`src/rtl/stack_exec_unit.sv`:
```
module stack_exec_unit #(
  parameter int DW    = 16,
  parameter int DEPTH = 8,
  parameter int AW    = 4
) (
  input  logic          clk,
  input  logic          rst,
  input  logic          instr_valid,
  output logic          instr_ready,
  input  logic [2:0]    instr_op,
  input  logic [AW-1:0] instr_addr,
  input  logic          dbg_we,
  input  logic [AW-1:0] dbg_addr,
  input  logic [DW-1:0] dbg_wdata,
  output logic [DW-1:0] dbg_rdata,
  output logic          flag_overflow,
  output logic          flag_underflow,
  output logic          flag_halt
);
  localparam int WORDS = 1 << AW;
  localparam int SPW   = $clog2(DEPTH + 1);
  localparam int IW    = (DEPTH > 1) ? $clog2(DEPTH) : 1;

  localparam logic [2:0] OP_PUSH = 3'b000;
  localparam logic [2:0] OP_POP  = 3'b001;
  localparam logic [2:0] OP_ADD  = 3'b010;
  localparam logic [2:0] OP_SUB  = 3'b011;
  localparam logic [2:0] OP_MUL  = 3'b100;
  localparam logic [2:0] OP_HALT = 3'b111;

  logic [DW-1:0]  stk [DEPTH];
  logic [DW-1:0]  mem [WORDS];
  logic [SPW-1:0] sp;
  logic           ovf_q, udf_q, halt_q;

  logic fire;
  logic is_push, is_pop, is_bin, is_halt;
  logic full, has1, has2;
  logic push_ok, pop_ok, bin_ok;
  logic [IW-1:0] idx_new, idx_top, idx_nxt;
  logic [DW-1:0] tos, nos, alu;
  logic [2*DW-1:0] prod;

  assign instr_ready = !halt_q;
  assign fire        = instr_valid && instr_ready;

  assign is_push = instr_op == OP_PUSH;
  assign is_pop  = instr_op == OP_POP;
  assign is_bin  = (instr_op == OP_ADD) || (instr_op == OP_SUB) || (instr_op == OP_MUL);
  assign is_halt = instr_op == OP_HALT;

  assign full = sp == SPW'(DEPTH);
  assign has1 = sp != '0;
  assign has2 = sp >= SPW'(2);

  assign push_ok = fire && is_push && !full;
  assign pop_ok  = fire && is_pop  && has1;
  assign bin_ok  = fire && is_bin  && has2;

  assign idx_new = IW'(sp);
  assign idx_top = IW'(sp - SPW'(1));
  assign idx_nxt = IW'(sp - SPW'(2));

  assign tos  = stk[idx_top];
  assign nos  = stk[idx_nxt];
  assign prod = nos * tos;

  always_comb begin
    case (instr_op)
      OP_ADD:  alu = nos + tos;
      OP_SUB:  alu = nos - tos;
      default: alu = prod[DW-1:0];
    endcase
  end

  always_ff @(posedge clk) begin
    if (push_ok) stk[idx_new] <= mem[instr_addr];
    if (bin_ok)  stk[idx_nxt] <= alu;
  end

  always_ff @(posedge clk) begin
    if (rst)                  sp <= '0;
    else if (push_ok)         sp <= sp + SPW'(1);
    else if (pop_ok || bin_ok) sp <= sp - SPW'(1);
  end

  always_ff @(posedge clk) begin
    if (dbg_we) mem[dbg_addr]   <= dbg_wdata;
    if (pop_ok) mem[instr_addr] <= tos;
  end

  assign dbg_rdata = mem[dbg_addr];

  always_ff @(posedge clk) begin
    if (rst) begin
      ovf_q  <= 1'b0;
      udf_q  <= 1'b0;
      halt_q <= 1'b0;
    end else begin
      if (fire && is_push && full)                        ovf_q  <= 1'b1;
      if (fire && ((is_pop && !has1) || (is_bin && !has2))) udf_q <= 1'b1;
      if (fire && is_halt)                                halt_q <= 1'b1;
    end
  end

  assign flag_overflow  = ovf_q;
  assign flag_underflow = udf_q;
  assign flag_halt      = halt_q;
endmodule

```
`config.mk`:
```
export PLATFORM = sky130hd
export DESIGN_NAME = stack_exec_unit
export DESIGN_NICKNAME = d
export VERILOG_FILES = /design/src/rtl/stack_exec_unit.sv
export SDC_FILE = /design/constraint.sdc
export NUM_CORES = 1
export LEC_CHECK = 0
export CORE_MARGIN = 2
export CORE_UTILIZATION = 40
export CTS_CLUSTER_DIAMETER = 30
export CTS_CLUSTER_SIZE = 14
export DETAILED_ROUTE_END_ITERATION = 6
export DONT_BUFFER_PORTS = 1
export PLACE_DENSITY = 0.56
export SLEW_MARGIN = 5
export SYNTH_ARGS = -nofsm -noshare
export SYNTH_HDL_FRONTEND = slang
export SYNTH_SLANG_ARGS = --single-unit
```
`constraint.sdc`:
```
create_clock -name clk -period 17.2 [get_ports clk]
set_clock_uncertainty 0.15 [all_clocks]
set_input_delay 1.72 -clock clk [delete_from_list [all_inputs] [get_ports clk]]
set_output_delay 1.72 -clock clk [all_outputs]
set_load 0.03 [all_outputs]
```
==> flow_metrics.env <==
export IMPL_synth_edff_count=384
export IMPL_grt_util_all_layers_pct=24.1
export IMPL_maxCapViolations=0
export IMPL_rows=93
export IMPL_cts_clk_slew_worst_paths_ns=0.04
export IMPL_synth_ff_type="edfxtp_1"
export IMPL_status="completed"
export IMPL_clkLatencyLatePin_ns=0.64
export IMPL_crit_required_ns=17.41
export IMPL_syn2layout_area_growth_pct=16.8
export IMPL_synthCells=2115
export IMPL_synth_seq_cells=391
export IMPL_crit_type="reg2reg"
export IMPL_syn_area_per_cell_sq_um=12.3
export IMPL_grt_max_degree=70
export IMPL_cts_resized=0
export IMPL_vias=17900
export IMPL_worst_pin_slew_ns=1.38
export IMPL_cts_htree_levels=3
export IMPL_fmax_mhz=111
export IMPL_syn_cell_area_sq_um=25900
export IMPL_layout_commonest_cell="edfxtp_1"
export IMPL_grt_pass1_vias=18300
export IMPL_relSlewSlack_pct=6.89
export IMPL_gp_congestion=0.856
export IMPL_final_hold_viol_count=0
export IMPL_period_share_pct=52.3
export IMPL_postCtsHoldBufs=0
export IMPL_yosysSeqAreaShare_pct=45.0
export IMPL_fin_tns_setup_ns=0
export IMPL_nets=2261
export IMPL_grt_pass1_wl_microns=119000
export IMPL_drt_iter0_drc=1745
export IMPL_vias_per_cell=5.96
export IMPL_antenna_left=0
export IMPL_r2r_slack_ns=8.20
export IMPL_ys_types=57
export IMPL_drv_slew=0
export IMPL_hold_path_class="reg2reg"
export IMPL_die_w_microns=259
export IMPL_gr_total_overflow=0
export IMPL_n_antenna_cell=0
export IMPL_tritoncts="done"
export IMPL_cts_buffers=93
export IMPL_route_detailed_wl_per_inst_microns=26.4
export IMPL_dieArea_sq_um=66800
export IMPL_grt_setup_unrepaired="no"
export IMPL_start_util_pct=40.3
export IMPL_portBuffers=0
export IMPL_crit_fanout=39
export IMPL_synthArstFlopShare_pct=0
export IMPL_yosys_warnings=0
export IMPL_cts_root_buf="clkbuf_16"
export IMPL_drive_above_1_share_pct=24.3
export IMPL_clockBufferDepth=3
export IMPL_postCtsSetupRepairBufs=0
export IMPL_drt_pass1_iter_count=7
export IMPL_fin_crit_ns=9.00
export IMPL_wl_microns=79400
export IMPL_num_io_pins=51
export IMPL_antenna_found_initial=1
export IMPL_drc_errors=0
export IMPL_hpwlAfterDp_microns=49500
export IMPL_worstPathArrival_ns=9.21
export IMPL_start_kind="flop"
export IMPL_dieHeight_microns=259
export IMPL_core_area_sq_um=64200
export IMPL_layout_cells_most_common_list="edfxtp_1 (384), nor2_1 (285), mux4_2 (223), a21oi_1 (212), inv_1 (135)"
export IMPL_clock_sinks=391
export IMPL_finalSetupViolCount=0
export IMPL_synth_fp_nets=2299
export IMPL_setup_worst_path_end_class="flop"
synthesized netlist by cell type (all sizes together) (23+ instances only):
cell type  number  area share (%)
o21ai         105             2.0
or2            23            0.56
mux2i          28             1.2
ha             72             3.5
edfxtp        384              45
nand2b         38            0.92
nor2          298             4.3
inv           135             2.0
xnor2          50             1.7
fa             81             6.3
clkbuf        152             2.2
mux4          224              19
a21oi         212             4.1
buf            41            0.93
nand2         127             1.8
critical path: stages (launching register included):
cell,delay (ns)
dfxtp_2,0.30
buf_4,0.47
inv_1,0.22
ha_2,0.37
buf_4,0.55
mux4_2,0.62
mux2i_4,0.92
nor2b_1,0.17
fa_1,0.57
inv_1,0.05
fa_1,0.48
inv_1,0.05
fa_1,0.41
fa_1,0.49
inv_1,0.05
fa_1,0.49
fa_1,0.39
xnor2_1,0.18
xnor2_1,0.16
xnor2_1,0.17
xnor2_1,0.17
xnor2_1,0.16
xnor3_1,0.25
xnor2_1,0.20
xnor2_1,0.14
a21oi_1,0.08
a21oi_1,0.46
state kept, by name (all words and copies together), names as in the netlist:
register	cells
mem	256
stk	128
sp	4
flag_halt	1
flag_overflow	1
flag_underflow	1
through the flow:
step           util [%]  worst slack [ns]  cell area (sq um)  hold WS [ns]  std cells
2_1_floorplan         -              8.67              25900         0.410       2115
3_3_place_gp       41.9              8.36              26900         0.467       2837
3_5_place_dp       41.9              8.15              26900         0.464       2837
4_1_cts            47.1              8.10              30300         0.460       3005
5_1_grt            47.1              7.68              30300         0.525       3005
6_report           47.1              8.20              30300         0.450       3005
worst paths after layout:
kind          from             to  depth (start not counted)
min reg2reg  sp[3]  flag_overflow                          2
min          sp[3]  flag_overflow                          2
max reg2reg  sp[1]     stk[7][15]                         26
max          sp[1]     stk[7][15]                         26
cell families after synthesis:
group	synth area share (%)
AND/OR/NAND/NOR	8.91
XOR/XNOR	2.52
multiplexers	21.0
buffers and inverters	5.09
AO/OA/AOI/OAI	7.73
flip-flops	45.0
adder cells (fa/ha/maj)	9.74
layout make-up:
type,count,area (sq um)
fillers,5660,34000
clock buffers,111,2400
repair buffers,60,450
inverters,135,507
clock inverters,57,932
well taps,855,1070
multi-input cells,1396,13200
flip-flops and latches,391,11700
metal layers:
layer	track usage, %	part of all wire (%)	vias to the layer above	wire [microns]
met5	0	0	-	0
met4	8.78	3.5	0	2740
met3	5.08	8.7	175	6890
met2	39.3	48	848	38000
met1	31.9	40	9193	31700
li1	-	-	7686	-
Power is left out: the tool's default activity adds up to more than one toggle a clock period on the data nets, which glitch-free logic cannot reach.
